$ cat config.mk
export PLATFORM = sky130hd
export DESIGN_NAME = mgmt_target
export DESIGN_NICKNAME = d
export VERILOG_FILES = /design/src/rtl/mgmt_pkg.sv /design/src/rtl/mgmt_sync.sv /design/src/rtl/mgmt_frame_rx.sv /design/src/rtl/mgmt_addr_ptr.sv /design/src/rtl/mgmt_tx.sv /design/src/rtl/mgmt_target.sv
export SDC_FILE = /design/constraint.sdc
export NUM_CORES = 1
export LEC_CHECK = 0
export ABC_CLOCK_PERIOD_IN_PS = 4700
export BUFFER_PORTS_ARGS = -buffer_cell sky130_fd_sc_hd__clkbuf_2
export CORE_MARGIN = 2
export CORE_UTILIZATION = 45
export CTS_CLUSTER_DIAMETER = 60
export DETAILED_ROUTE_END_ITERATION = 8
export SYNTH_ARGS = -nofsm -noshare
export SYNTH_HDL_FRONTEND = slang
export SYNTH_SLANG_ARGS = --single-unit
$ cat constraint.sdc
create_clock -name clk -period 4.7 [get_ports clk]
set_input_delay 0.235 -clock clk [delete_from_list [all_inputs] [get_ports clk]]
set_output_delay 0.235 -clock clk [all_outputs]
set_load 0.05 [all_outputs]
$ cat src/rtl/mgmt_pkg.sv
package mgmt_pkg;

  typedef enum logic [1:0] {
    OP_ADDR  = 2'b00,
    OP_WRITE = 2'b01,
    OP_RDINC = 2'b10,
    OP_READ  = 2'b11
  } mgmt_op_e;

  typedef enum logic [2:0] {
    RX_HUNT,
    RX_START,
    RX_HDR,
    RX_TA,
    RX_DATA
  } rx_state_e;

  typedef struct packed {
    logic hdr_ok;     // header matched this target
    logic ta_first;   // first turnaround bit sampled
    logic ta_last;    // second turnaround bit sampled
    logic data_bit;   // a data bit sampled
    logic data_last;  // final data bit sampled
  } rx_evt_t;

endpackage

$ cat src/rtl/mgmt_sync.sv
module mgmt_sync #(
  parameter int WIDTH  = 2,
  parameter int STAGES = 2
) (
  input  logic             clk,
  input  logic             rst_n,
  input  logic [WIDTH-1:0] d,
  output logic [WIDTH-1:0] q
);

  logic [WIDTH-1:0] stage_q [STAGES];

  for (genvar g = 0; g < STAGES; g++) begin : g_stage
    logic [WIDTH-1:0] stage_d;
    if (g == 0) begin : g_first
      assign stage_d = d;
    end else begin : g_next
      assign stage_d = stage_q[g-1];
    end
    always_ff @(posedge clk or negedge rst_n) begin
      if (!rst_n) stage_q[g] <= '0;
      else        stage_q[g] <= stage_d;
    end
  end

  assign q = stage_q[STAGES-1];

endmodule

$ cat src/rtl/mgmt_frame_rx.sv
module mgmt_frame_rx
  import mgmt_pkg::*;
#(
  parameter int PRE_MIN = 32,
  parameter int FIELD_W = 5,
  parameter int DATA_W  = 16
) (
  input  logic               clk,
  input  logic               rst_n,
  input  logic               bit_en,
  input  logic               bit_val,
  input  logic [FIELD_W-1:0] cfg_port,
  input  logic [FIELD_W-1:0] cfg_dev,
  output rx_evt_t            evt,
  output mgmt_op_e           op,
  output logic [DATA_W-1:0]  word
);

  localparam int HDR_BITS = 2 + 2 * FIELD_W;
  localparam int TA_BITS  = 2;
  localparam int PRE_W    = $clog2(PRE_MIN + 1);
  localparam int CNT_MAX  = (HDR_BITS > DATA_W) ? HDR_BITS : DATA_W;
  localparam int CNT_W    = $clog2(CNT_MAX);
  localparam logic [PRE_W-1:0] PRE_FULL  = PRE_W'(PRE_MIN);
  localparam logic [CNT_W-1:0] HDR_LAST  = CNT_W'(HDR_BITS - 1);
  localparam logic [CNT_W-1:0] TA_LAST   = CNT_W'(TA_BITS - 1);
  localparam logic [CNT_W-1:0] DATA_LAST = CNT_W'(DATA_W - 1);

  rx_state_e           state_q, state_d;
  logic [PRE_W-1:0]    pre_q, pre_d;
  logic [CNT_W-1:0]    cnt_q, cnt_d;
  logic [HDR_BITS-2:0] hdr_q, hdr_d;
  logic [DATA_W-2:0]   wsh_q, wsh_d;
  mgmt_op_e            op_q, op_d;

  logic [HDR_BITS-1:0] hdr_full;
  mgmt_op_e            hdr_op;
  logic [FIELD_W-1:0]  hdr_port, hdr_dev;
  logic                hdr_match;

  assign hdr_full  = {hdr_q, bit_val};
  assign hdr_op    = mgmt_op_e'(hdr_full[HDR_BITS-1 -: 2]);
  assign hdr_port  = hdr_full[2*FIELD_W-1 -: FIELD_W];
  assign hdr_dev   = hdr_full[FIELD_W-1:0];
  assign hdr_match = (hdr_port == cfg_port) && (hdr_dev == cfg_dev);
  assign word      = {wsh_q, bit_val};

  always_comb begin
    state_d = state_q;
    pre_d   = pre_q;
    cnt_d   = cnt_q;
    hdr_d   = hdr_q;
    wsh_d   = wsh_q;
    op_d    = op_q;
    evt     = '0;
    if (bit_en) begin
      unique case (state_q)
        RX_HUNT: begin
          if (bit_val) begin
            if (pre_q != PRE_FULL) pre_d = pre_q + 1'b1;
          end else begin
            pre_d = '0;
            if (pre_q == PRE_FULL) state_d = RX_START;
          end
        end
        RX_START: begin
          if (bit_val) begin
            state_d = RX_HUNT;  // older single-frame format: pass over it
          end else begin
            state_d = RX_HDR;
            cnt_d   = '0;
          end
        end
        RX_HDR: begin
          hdr_d = hdr_full[HDR_BITS-2:0];
          cnt_d = cnt_q + 1'b1;
          if (cnt_q == HDR_LAST) begin
            cnt_d = '0;
            if (hdr_match) begin
              state_d    = RX_TA;
              op_d       = hdr_op;
              evt.hdr_ok = 1'b1;
            end else begin
              state_d = RX_HUNT;
            end
          end
        end
        RX_TA: begin
          cnt_d = cnt_q + 1'b1;
          if (cnt_q == TA_LAST) begin
            evt.ta_last = 1'b1;
            state_d     = RX_DATA;
            cnt_d       = '0;
          end else begin
            evt.ta_first = 1'b1;
          end
        end
        RX_DATA: begin
          wsh_d        = word[DATA_W-2:0];
          evt.data_bit = 1'b1;
          cnt_d        = cnt_q + 1'b1;
          if (cnt_q == DATA_LAST) begin
            evt.data_last = 1'b1;
            state_d       = RX_HUNT;
            cnt_d         = '0;
          end
        end
        default: state_d = RX_HUNT;
      endcase
    end
  end

  assign op = op_d;

  always_ff @(posedge clk or negedge rst_n) begin
    if (!rst_n) begin
      state_q <= RX_HUNT;
      pre_q   <= '0;
      cnt_q   <= '0;
      hdr_q   <= '0;
      wsh_q   <= '0;
      op_q    <= OP_ADDR;
    end else begin
      state_q <= state_d;
      pre_q   <= pre_d;
      cnt_q   <= cnt_d;
      hdr_q   <= hdr_d;
      wsh_q   <= wsh_d;
      op_q    <= op_d;
    end
  end

  // a zero seen before the preamble count is full keeps the hunt going
  assert_short_pre_R2: assert property (@(posedge clk) disable iff (!rst_n)
    (bit_en && state_q == RX_HUNT && !bit_val && pre_q != PRE_FULL)
      |=> (state_q == RX_HUNT && pre_q == '0));

  // a second start bit of 1 sends the decoder back to hunting
  assert_start01_skip_R1: assert property (@(posedge clk) disable iff (!rst_n)
    (bit_en && state_q == RX_START && bit_val) |=> (state_q == RX_HUNT));

endmodule

$ cat src/rtl/mgmt_addr_ptr.sv
module mgmt_addr_ptr #(
  parameter int ADDR_W = 16
) (
  input  logic              clk,
  input  logic              rst_n,
  input  logic              load,
  input  logic [ADDR_W-1:0] load_val,
  input  logic              inc,
  output logic [ADDR_W-1:0] ptr
);

  logic [ADDR_W-1:0] ptr_q, ptr_d;

  always_comb begin
    ptr_d = ptr_q;
    if (load)     ptr_d = load_val;
    else if (inc) ptr_d = ptr_q + 1'b1;  // natural wrap at the top
  end

  always_ff @(posedge clk or negedge rst_n) begin
    if (!rst_n) ptr_q <= '0;
    else        ptr_q <= ptr_d;
  end

  assign ptr = ptr_q;

endmodule

$ cat src/rtl/mgmt_tx.sv
module mgmt_tx #(
  parameter int DATA_W = 16,
  parameter int RD_LAT = 2
) (
  input  logic              clk,
  input  logic              rst_n,
  input  logic              start,
  input  logic              rd_issue,
  input  logic [DATA_W-1:0] rd_data,
  input  logic              ta_first,
  input  logic              ta_last,
  input  logic              data_bit,
  input  logic              data_last,
  output logic              drv_o,
  output logic              drv_oe
);

  logic [RD_LAT-1:0] lat_q, lat_d;
  logic              capture;
  logic [DATA_W-1:0] sh_q, sh_d;
  logic              act_q, act_d;
  logic              oe_q, oe_d;
  logic              out_q, out_d;

  if (RD_LAT == 1) begin : g_lat1
    assign lat_d = rd_issue;
  end else begin : g_latn
    assign lat_d = {lat_q[RD_LAT-2:0], rd_issue};
  end
  assign capture = lat_q[RD_LAT-1];

  always_comb begin
    sh_d  = sh_q;
    act_d = act_q;
    oe_d  = oe_q;
    out_d = out_q;
    if (capture) sh_d = rd_data;
    if (start) act_d = 1'b1;
    if (act_q) begin
      if (ta_first) begin
        oe_d  = 1'b1;
        out_d = 1'b0;
      end
      if (ta_last || (data_bit && !data_last)) begin
        out_d = sh_q[DATA_W-1];
        sh_d  = {sh_q[DATA_W-2:0], 1'b0};
      end
      if (data_last) begin
        oe_d  = 1'b0;
        out_d = 1'b0;
        act_d = 1'b0;
      end
    end
  end

  always_ff @(posedge clk or negedge rst_n) begin
    if (!rst_n) begin
      lat_q <= '0;
      sh_q  <= '0;
      act_q <= 1'b0;
      oe_q  <= 1'b0;
      out_q <= 1'b0;
    end else begin
      lat_q <= lat_d;
      sh_q  <= sh_d;
      act_q <= act_d;
      oe_q  <= oe_d;
      out_q <= out_d;
    end
  end

  assign drv_o  = out_q;
  assign drv_oe = oe_q;

  // the line is let go right after the last data bit is sampled
  assert_release_last_R8: assert property (@(posedge clk) disable iff (!rst_n)
    data_last |=> !drv_oe);

  // the first driven value is the turnaround zero
  assert_ta_zero_R6: assert property (@(posedge clk) disable iff (!rst_n)
    $rose(oe_q) |-> !out_q);

endmodule

$ cat src/rtl/mgmt_target.sv
module mgmt_target
  import mgmt_pkg::*;
#(
  parameter int FIELD_W     = 5,
  parameter int DATA_W      = 16,
  parameter int PRE_MIN     = 32,
  parameter int RD_LAT      = 2,
  parameter int SYNC_STAGES = 2
) (
  input  logic               clk,
  input  logic               rst_n,
  input  logic [FIELD_W-1:0] cfg_port_i,
  input  logic [FIELD_W-1:0] cfg_dev_i,
  input  logic               mgmt_clk_i,
  input  logic               mgmt_data_i,
  output logic               mgmt_data_o,
  output logic               mgmt_data_oe_o,
  output logic [DATA_W-1:0]  reg_addr_o,
  output logic               reg_wr_o,
  output logic [DATA_W-1:0]  reg_wdata_o,
  output logic               reg_rd_o,
  input  logic [DATA_W-1:0]  reg_rdata_i
);

  localparam int ADDR_W = DATA_W;

  // reset: asserted asynchronously, released on the clock
  logic rst_m_q, rst_s_q, rst_sync_n;
  always_ff @(posedge clk or negedge rst_n) begin
    if (!rst_n) begin
      rst_m_q <= 1'b0;
      rst_s_q <= 1'b0;
    end else begin
      rst_m_q <= 1'b1;
      rst_s_q <= rst_m_q;
    end
  end
  assign rst_sync_n = rst_s_q;

  // bus clock and data into the system domain
  logic [1:0] sync_q;
  logic       sclk, sdat, sclk_prev_q, bit_en;

  mgmt_sync #(.WIDTH(2), .STAGES(SYNC_STAGES)) u_sync (
    .clk  (clk),
    .rst_n(rst_sync_n),
    .d    ({mgmt_clk_i, mgmt_data_i}),
    .q    (sync_q)
  );
  assign sclk = sync_q[1];
  assign sdat = sync_q[0];

  always_ff @(posedge clk or negedge rst_sync_n) begin
    if (!rst_sync_n) sclk_prev_q <= 1'b0;
    else             sclk_prev_q <= sclk;
  end
  assign bit_en = sclk & ~sclk_prev_q;

  // frame decode
  rx_evt_t           evt;
  mgmt_op_e          op;
  logic [DATA_W-1:0] word;

  mgmt_frame_rx #(.PRE_MIN(PRE_MIN), .FIELD_W(FIELD_W), .DATA_W(DATA_W)) u_rx (
    .clk     (clk),
    .rst_n   (rst_sync_n),
    .bit_en  (bit_en),
    .bit_val (sdat),
    .cfg_port(cfg_port_i),
    .cfg_dev (cfg_dev_i),
    .evt     (evt),
    .op      (op),
    .word    (word)
  );

  // command decode
  logic rd_d, wr_d, ptr_ld, ptr_inc, addr_en;
  assign rd_d    = evt.hdr_ok && (op == OP_READ || op == OP_RDINC);
  assign ptr_inc = evt.hdr_ok && (op == OP_RDINC);
  assign wr_d    = evt.data_last && (op == OP_WRITE);
  assign ptr_ld  = evt.data_last && (op == OP_ADDR);
  assign addr_en = rd_d || wr_d;

  logic [ADDR_W-1:0] ptr;

  mgmt_addr_ptr #(.ADDR_W(ADDR_W)) u_ptr (
    .clk     (clk),
    .rst_n   (rst_sync_n),
    .load    (ptr_ld),
    .load_val(word),
    .inc     (ptr_inc),
    .ptr     (ptr)
  );

  // register file port
  logic              rd_q, wr_q;
  logic [ADDR_W-1:0] addr_q, addr_d;
  logic [DATA_W-1:0] wdata_q, wdata_d;

  always_comb begin
    addr_d  = addr_q;
    wdata_d = wdata_q;
    if (addr_en) addr_d  = ptr;
    if (wr_d)    wdata_d = word;
  end

  always_ff @(posedge clk or negedge rst_sync_n) begin
    if (!rst_sync_n) begin
      rd_q    <= 1'b0;
      wr_q    <= 1'b0;
      addr_q  <= '0;
      wdata_q <= '0;
    end else begin
      rd_q    <= rd_d;
      wr_q    <= wr_d;
      addr_q  <= addr_d;
      wdata_q <= wdata_d;
    end
  end

  assign reg_rd_o    = rd_q;
  assign reg_wr_o    = wr_q;
  assign reg_addr_o  = addr_q;
  assign reg_wdata_o = wdata_q;

  // read data return
  mgmt_tx #(.DATA_W(DATA_W), .RD_LAT(RD_LAT)) u_tx (
    .clk      (clk),
    .rst_n    (rst_sync_n),
    .start    (rd_d),
    .rd_issue (rd_q),
    .rd_data  (reg_rdata_i),
    .ta_first (evt.ta_first),
    .ta_last  (evt.ta_last),
    .data_bit (evt.data_bit),
    .data_last(evt.data_last),
    .drv_o    (mgmt_data_o),
    .drv_oe   (mgmt_data_oe_o)
  );

  // read and write strobes never coincide
  assert_strobe_excl_R4: assert property (@(posedge clk) disable iff (!rst_sync_n)
    !(reg_wr_o && reg_rd_o));

  // a write strobe lasts one cycle
  assert_wr_single_R5: assert property (@(posedge clk) disable iff (!rst_sync_n)
    reg_wr_o |=> !reg_wr_o);

  // the pointer sits one past the address just handed to the read
  assert_inc_after_read_R7: assert property (@(posedge clk) disable iff (!rst_sync_n)
    (rd_d && op == OP_RDINC) |=> (ptr == ADDR_W'(reg_addr_o + 1'b1)));

endmodule

; ---- Word level (Yosys, flattened, before mapping)
; Index checks and enable logic that the tools add are counted.
[totals]
register_bits = 119
input_bits = 30
output_inout_bits = 36
wordCells = 111
[classes]
add_sub_neg = 3
eq_ne = 21
mux = 41
bitwise_logic = 2
n_reduce_logical = 23
[op_table]
columns = operator, count
row1 = 16-bit 2-to-1 mux, 5
row2 = "16-bit by 1-bit adder with 16-bit output, second input constant", 1
row3 = 2-bit 2-to-1 mux, 8
row4 = 4-bit 2-to-1 mux, 4
row5 = 4-bit case mux with 4 select lines, 1
row6 = 3-bit 2-to-1 mux, 5
row7 = 3-bit case mux with 5 select lines, 1
row8 = 1-bit 2-to-1 mux, 14
row9 = 6-bit 2-to-1 mux, 2
row10 = 5-bit == test, 2
row11 = "2-bit by 1-bit != test with 1-bit output, second input constant", 5
row12 = "4-bit == test, second input constant", 2
row13 = 2-bit AND reduction, 4
row14 = "6-bit by 1-bit adder with 6-bit output, second input constant", 1
row15 = "3-bit by 2-bit == test with 1-bit output, second input constant", 2
row16 = "6-bit == test, second input constant", 1
row17 = 1-bit logical AND, 6
row18 = "6-bit != test, second input constant", 1
row19 = 3-bit AND reduction, 2
row20 = 6-bit AND reduction, 1
row21 = 5-bit 2-to-1 mux, 1
row22 = "4-bit by 1-bit adder with 4-bit output, second input constant", 1
row23 = "2-bit == test, second input constant", 2
row24 = "4-bit by 1-bit == test with 1-bit output, second input constant", 1
row25 = other kinds (13), 17

; ---- Depth between registers and ports, before layout
; Gate-level depths: netlist of the first run.
[logic_depth]
word_depth = 12
mapped_depth = 8
mapped_depth_nobuf = 7

; ---- Cells and area by module
; Synthesis of the first run repeated with hierarchy kept, for this count alone.
[hier_totals]
hier_cells = 441
hier_area_um2 = 5700.5
[modules_own_cells]
columns = module, instances, cells_each, area_per_inst_um2, seq_area_each_um2
row1 = mgmt_frame_rx, 1, 190, 2157.1, 1026.0
row2 = mgmt_target, 1, 81, 1422.6, 925.9
row3 = mgmt_tx, 1, 67, 1077.3, 525.5
row4 = mgmt_addr_ptr, 1, 99, 943.4, 400.4
row5 = mgmt_sync, 1, 4, 100.1, 100.1

; ---- Worst setup path before layout of the first run
; No wires, ideal clock.
[synth_path]
kind = reg-to-reg
start = register u_rx.state_q[0]
end = register wdata_q[10], in the netlist reg_wdata_o[10]
setup_ns = 0.125
arrival_time_ns = 2.068
required_ns = 4.575
path_slack_ns = 2.507
path_stages_with_launch = 6
path_buffers = 2
period_less_slack_ns = 2.193
path_cell_list = dfrtp_1 buf_6 or4b_4 nor4b_4 buf_4 mux2_2
[synth_via]
elab_chain_cells = 5
word_cells_on_any_way = 8
cone_classes = eq/ne: 3 / mux: 4 / reduce/logical: 1
[synth_rtl]
columns = element, line
row1 = from (decl), mgmt_frame_rx.sv:29  ; rx_state_e state_q, state_d;
row2 = from (signal assigned), mgmt_frame_rx.sv:124  ; state_q <= state_d;
row3 = 3-bit by 2-bit == test with 1-bit output, mgmt_frame_rx.sv:57  ; unique case (state_q)
row4 = 2-bit 2-to-1 mux, mgmt_frame_rx.sv:57
row5 = 2-bit 2-to-1 mux, mgmt_frame_rx.sv:56  ; if (bit_en) begin
row6 = 2-bit by 1-bit == test with 1-bit output, mgmt_target.sv:80  ; assign wr_d = evt.data_last && (op == OP_WRITE);
row7 = 1-bit logical AND *, mgmt_target.sv:80
row8 = to (signal assigned), mgmt_target.sv:117  ; wdata_q <= wdata_d;
row9 = to (decl), mgmt_target.sv:98  ; logic [DATA_W-1:0] wdata_q, wdata_d;
; Mark *: on every way between the ends. The rest lies on a longest branch, timed or not.
; A chain may end at the register's enable or synchronous reset.

; ---- Worst setup path in the final report of the first run
[layout_path]
start = register u_rx.state_q[2]
end = register u_tx.out_q, in the netlist u_tx.drv_o
[layout_via]
elab_chain_cells = 8
word_cells_on_any_way = 12
cone_classes = eq/ne: 2 / mux: 5 / reduce/logical: 5
[layout_rtl]
columns = element, line
row1 = 3-bit == test, mgmt_frame_rx.sv:57
row2 = 2-bit 2-to-1 mux, mgmt_frame_rx.sv:57
row3 = 5-bit 2-to-1 mux *, mgmt_frame_rx.sv:56
row4 = 1-bit zero test, mgmt_tx.sv:44  ; if (ta_last || (data_bit && !data_last)) begin
row5 = 1-bit logical AND, mgmt_tx.sv:44
row6 = 1-bit logical OR, mgmt_tx.sv:44
row7 = 3-bit nonzero test (no line) / 1-bit 2-to-1 mux (equally long branches), -
row8 = 2-bit AND reduction (no line) / 1-bit 2-to-1 mux (equally long branches), -
row9 = to (signal assigned), mgmt_tx.sv:68  ; out_q <= out_d;
row10 = to (decl), mgmt_tx.sv:23  ; logic out_q, out_d;
; Marked as above.

==> flow_metrics.tcl, run 1 <==
set metrics [dict create \
    status "finished clean" \
    gp_congestion 0.847 \
    clock_skew_ns 0.00862 \
    timing.final.crit_share_pct 53.7 \
    wl_per_cell_um 15.3 \
    dp_hpwl_um 7810 \
    ys_warn_count 0 \
    final_cell_mix "dfrtp_1 (118), clkbuf_2 (65), nand2_1 (57), mux2_2 (53), mux2i_1 (25)" \
    power_density_nw_per_um2 427 \
    track_usage_pct 18.7 \
    p_comb_share_pct 11.9 \
    numCtsBuffers 17 \
    synthCells 490 \
    final_common_cell "dfrtp_1" \
    ioPinCount 66 \
    grt_pass1_vias 3849 \
    syn_area_um2 5630 \
    io_buffers 65 \
    rsz0062_at_grt "false" \
    final_antenna_net_count 0 \
    routed-wl-met2_um 4920 \
    synthArstFlopShare_pct 100 \
    hold_viol_final 0 \
    grt_start_max_net_pins 77 \
    core_area_um2 12100 \
    clk_path_buf_depth 2 \
    cp_data_arrival_time_ns 2.82 \
    synth_edf_count 0 \
    fin_hold_ws_ns 0.0929 \
    setup_tns_ns 0 \
    endpoint_kind "register" \
    swShare_pct 25.3 \
    met1_length_um 5680 \
    maxSlewViolCount 0 \
    worstSetupPathType "register to register" \
    finalWirelength_um 11300 \
    vdd_drop_max_mv 0.276 \
    grt_antenna_before_repair 0 \
    power_frac_seq_pct 41.7 \
    synthDistinctLibCells 53 \
    cap_violations 0 \
    path_clk_slew_ns 0.05 \
    die_y_um 116 \
    p_int_uw 2150 \
    p_leak_uw 0.00312 \
    final_cell_area_um2 6750 \
    overflow 0 \
    timing.final.ws_setup_ns 2.17 \
    vias_per_cell 5.32 \
    critPathRequiredTime_ns 4.99 \
    vias 3945 \
    layout-drive-gt1-share_pct 30.2 \
    clockPowerShare_pct 46.4 \
    cp_max_fo 32 \
    slew_headroom_pct 33.4 \
    area_delta_synth_final_pct 19.9 \
    start_util_pct 46.5 \
    worst_pin_slew_ns 0.999 \
    post-route-util_pct 55.7 \
    insertion_delay_ns 0.41 \
    die_area_um2 13400 \
    cts.sinks 119 \
    insertedDiodeCount 0 \
    power.switching_uw 729 \
    synth_flop_cell "dfrtp_1" \
    core.rowCount 40 \
    die_x_um 116 \
    yosysSeqAreaShare_pct 52.9 \
    ys_seq_elements 119 \
    finalSetupViolCount 0 \
    place_area_um2 6100 \
    grt_pass1_wl_um 19300 \
    place_ws_ns 2.17 \
    hold_class "primary input to register" \
    drt_pass1_iterations 4 \
    syn-num-nets 525 \
    postSynthAreaPerCell_um2 11.5 \
    fmax_mhz 396 \
    top_layer_used "met4" \
    fin_crit_ns 2.53 \
    wl_met3_um 562 \
    tritoncts "yes" \
    drc_errors 0 \
    startpoint_type "register" \
    htree_levels 4 \
    drtIter0Drc 229 \
    nets 595 \
    root_buffer "clkbuf_16" \
]
## state kept, by name, indices dropped and copies added (netlist names)
register and flops:
u_rx.state_q 3, u_rx.hdr_q 11, u_tx.act_q 1, reg_wr_o 1, u_rx.pre_q 6, rst_m_q 1, u_rx.cnt_q 4, reg_rd_o 1
u_rx.op_q 2, u_sync.q 2, u_tx.lat_q 2, rst_s_q 1, u_tx.drv_o 1, u_tx.sh_q 16, sclk_prev_q 1, u_rx.wsh_q 15
u_sync.g_stage.stage_d 2, reg_wdata_o 16, reg_addr_o 16, u_ptr.ptr 16, u_tx.drv_oe 1
## repair_timing
action / in CTS / in global routing
buffers inserted: 0 / 0
hold endpoints to repair: 4 / 0
resized for setup: 0 / 0
hold buffers: 3 / 0
## synthesized netlist by cell type, drive strengths merged, types with 4 or more instances
master | instances | area [um2]
a21oi | 15 | 75.1
a22oi | 7 | 52.6
and2 | 8 | 50.1
and3 | 6 | 37.5
and3b | 4 | 35.0
buf | 9 | 65.1
clkbuf | 13 | 48.8
dfrtp | 119 | 2980
ha | 5 | 62.6
inv | 10 | 37.5
mux2 | 63 | 747
mux2i | 25 | 250
nand2 | 57 | 214
nand3 | 17 | 85.1
nand3b | 7 | 52.6
nand4 | 10 | 62.6
nand4b | 4 | 35.0
nor2 | 14 | 60.1
nor3 | 11 | 55.1
nor3b | 5 | 42.5
nor4 | 9 | 71.3
o21ai | 24 | 120
o22ai | 4 | 25.0
xnor2 | 11 | 96.3
## metrics by stage
step                      instances  power (uW)
after floorplan                 490        1470
after global placement          706        1540
after detailed placement        706        1560
after CTS                       741        2910
after global routing            741        3030
final                           741        2880
## logic make-up (layout without fill, tap and decap cells)
kind of cell    after synthesis  count (layout)  share of synthesized area (%)
flops                       119             119                           52.9
simple gates                170             170                           17.0
fa+ha+maj                     5               5                           1.11
xor+xnor                     11              11                           1.71
buf+inv                      32             115                           2.69
mux                          88              88                           17.7
compound gates               64              64                           6.80
other cells                   1               1                         0.0666
## power by group through the flow
stage	registers (uW)	clock network (uW)	logic (uW)
2_1_floorplan	1170	0	295
3_3_place_gp	1210	0	330
3_5_place_dp	1220	0	341
4_1_cts	1200	1370	346
5_1_grt	1220	1420	394
6_report	1200	1340	344
## critical path, stage by stage (launching register included)
cell and delay, ns:
dfrtp_1 0.51, nor3b_1 0.53, a22oi_1 0.17, nor2_2 0.79, mux2_2 0.41
## worst paths after layout
kind / from / endpoint / slack [ns] / cells after the start
max: u_rx.state_q[2] / u_tx.drv_o / 2.17 / 4
min: reg_rdata_i[0] / u_tx.sh_q[0] / 0.09 / 3
max reg2reg: u_rx.state_q[2] / u_tx.drv_o / 2.17 / 4
min reg2reg: u_tx.lat_q[0] / u_tx.lat_q[1] / 0.35 / 0
max in group asynchronous: rst_s_q / u_rx.wsh_q[6] / 3.05 / 1
min in group asynchronous: rst_n / rst_s_q / 0.14 / 2
## final cells by class
class / instances / area [um2]
fillers: 1075 / 5360
flip-flops and latches: 119 / 2980
multi-input cells: 339 / 2510
inverters: 10 / 37.5
clock buffers: 24 / 502
well taps: 168 / 210
clock inverters: 8 / 118
repair buffers: 73 / 393
## metal layers
layer | GRT usage, % | vias up
li1 | - | 1921
met1 | 27.2 | 1911
met2 | 26.4 | 100
met3 | 5.28 | 13
met4 | 7.38 | 0
met5 | 0 | -
Note: power is estimated with default switching activity, not from simulation.
==> run 2: changes to the inputs <==
--- a/config.mk
+++ b/config.mk
@@ -5,7 +5,7 @@
 export SDC_FILE = /design/constraint.sdc
 export NUM_CORES = 1
 export LEC_CHECK = 0
-export ABC_CLOCK_PERIOD_IN_PS = 4700
+export ABC_CLOCK_PERIOD_IN_PS = 2500
 export BUFFER_PORTS_ARGS = -buffer_cell sky130_fd_sc_hd__clkbuf_2
 export CORE_MARGIN = 2
 export CORE_UTILIZATION = 45
==> constraint.sdc (replaced) <==
create_clock -name clk -period 2.5 [get_ports clk]
set_input_delay 0.125 -clock clk [delete_from_list [all_inputs] [get_ports clk]]
set_output_delay 0.125 -clock clk [all_outputs]
set_load 0.05 [all_outputs]
==> run 2 against run 1 <==
Effect of this change: critical path type unchanged; total power up 88%; clock power up 87%; non-clock buffer count up 13; combinational power up 100%; fmax up 13%; global-route usage up 0.081 points; routed wire length up 1.8%; cell count up 1.8%; setup slack worse by 1.9 ns; register-to-register slack worse by 1.9 ns; largest cell class unchanged; critical path depth up 2.
==> flow_metrics.tcl, run 2 (synthesized netlist as in run 1, its figures left out) <==
set metrics [dict create \
    status "finished clean" \
    final_common_cell "dfrtp_1" \
    power_frac_seq_pct 41.3 \
    die_y_um 116 \
    p_int_uw 3980 \
    p_leak_uw 0.00319 \
    root_buffer "clkbuf_16" \
    endpoint_kind "register" \
    maxSlewViolCount 0 \
    fin_crit_ns 2.24 \
    wl_per_cell_um 15.3 \
    cp_max_fo 25 \
    drtIter0Drc 223 \
    cts.sinks 119 \
    vdd_drop_max_mv 0.453 \
    nets 608 \
    swShare_pct 26.7 \
    worst_pin_slew_ns 0.836 \
    final_cell_area_um2 6890 \
    place_area_um2 6220 \
    htree_levels 4 \
    slew_headroom_pct 44.3 \
    hold_viol_final 0 \
    critPathRequiredTime_ns 2.80 \
    drc_errors 0 \
    finalSetupViolCount 0 \
    post_cts_resized 0 \
    cp_num_buf_inv 1 \
    tritoncts "yes" \
    grt_pass1_wl_um 19500 \
    place_ws_ns 0.286 \
    ioPinCount 66 \
    cap_violations 0 \
    clk_path_buf_depth 2 \
    worstSetupPathType "register to register" \
    grt_pass1_vias 3876 \
    numCtsBuffers 17 \
    cpLargestDelayFamily "simple AND/OR/NAND/NOR gates" \
    io_buffers 65 \
    dp_hpwl_um 8060 \
    insertedDiodeCount 0 \
    fmax_mhz 447 \
    startpoint_type "register" \
    grt_antenna_before_repair 0 \
    fillers 1055 \
    final_cell_mix "dfrtp_1 (118), clkbuf_2 (65), nand2_1 (57), mux2_2 (53), mux2i_1 (25)" \
    die_x_um 116 \
    core.rowCount 40 \
    layout-drive-gt1-share_pct 31.7 \
    overflow 0 \
    power.switching_uw 1450 \
    p_comb_share_pct 12.7 \
    insertion_delay_ns 0.41 \
    grt_start_max_net_pins 48 \
    start_util_pct 46.5 \
    p_total_uw 5420 \
    area_delta_synth_final_pct 22.3 \
    track_usage_pct 18.8 \
    path_clk_slew_ns 0.05 \
    drt_pass1_iterations 4 \
    die_area_um2 13400 \
    rsz0062_at_grt "false" \
    gp_congestion 0.817 \
    finalWirelength_um 11500 \
    vias_per_cell 5.31 \
    timing.final.ws_setup_ns 0.264 \
    vias 4001 \
    clockPowerShare_pct 46.0 \
    setup_tns_ns 0 \
    cp_data_arrival_time_ns 2.53 \
    clock_skew_ns 0.00709 \
    crit_slowest_cell "or4b_4" \
    core_area_um2 12100 \
    final_antenna_net_count 0 \
    timing.final.crit_share_pct 89.4 \
    power_density_nw_per_um2 788 \
    hold_class "primary input to register" \
    path_cells "or4b_4 -> or4_1 -> buf_4 -> and4_1 -> mux2i_1 -> nand2_1" \
    critPathMaxStageDelay_ns 0.59 \
]
## run 2: layout make-up
cell class | count | area [um2] | area share, %
flip-flops and latches | 119 | 2980 | 43.3
inverters | 10 | 37.5 | 0.545
repair buffers | 86 | 533 | 7.74
multi-input cells | 339 | 2510 | 36.5
clock inverters | 14 | 174 | 2.53
clock buffers | 18 | 439 | 6.38
well taps | 168 | 210 | 3.05
## run 2: metrics by stage
stage / std cells / hold WS (ns) / util (%)
4_1_cts: 754 / 0.00257 / 56.8
3_3_place_gp: 717 / -0.0892 / 51.4
5_1_grt: 754 / 0.0201 / 56.8
2_1_floorplan: 490 / -0.171 / -
3_5_place_dp: 717 / -0.0879 / 51.4
6_report: 754 / 0.0143 / 56.8
## run 2: final timing paths
kind                       depth (start not counted)  slack [ns]             from             to
max reg2reg                                        6        0.26  u_rx.state_q[0]  u_ptr.ptr[11]
max                                                6        0.26  u_rx.state_q[0]  u_ptr.ptr[11]
min                                                3        0.01  reg_rdata_i[12]  u_tx.sh_q[12]
min reg2reg                                        0        0.29          rst_s_q  u_rx.hdr_q[6]
min in group asynchronous                          2        0.03            rst_n        rst_s_q
max in group asynchronous                          1        1.57          rst_s_q   u_tx.sh_q[7]
## run 2: repair_timing
item	in CTS	in global routing
buffers inserted	0	0
hold buffers	5	0
endpoints found under the hold margin	6	0
## run 2: worst register-to-register path, cell delays in order, from the launching register on
cell and delay [ns]:
dfrtp_1 0.48, or4b_4 0.59, or4_1 0.41, buf_4 0.22, and4_1 0.23, mux2i_1 0.13
nand2_1 0.06
## run 2: layer usage
layer,wire length (um),global-route usage [%],vias up,share of wire (%)
met1,5920,27.4,1963,51
met2,4920,26.9,82,43
li1,-,-,1940,-
met5,0,0,-,0
met3,500,4.65,16,4.3
met4,178,7.38,0,1.5
## run 2: power groups by stage
stage               combinational [uW]  sequential [uW]  clock [uW]
global placement                   660             2270           0
global route                       783             2270        2630
detailed placement                 681             2270           0
CTS                                692             2240        2540
floorplan                          555             2210           0
finish                             689             2240        2500
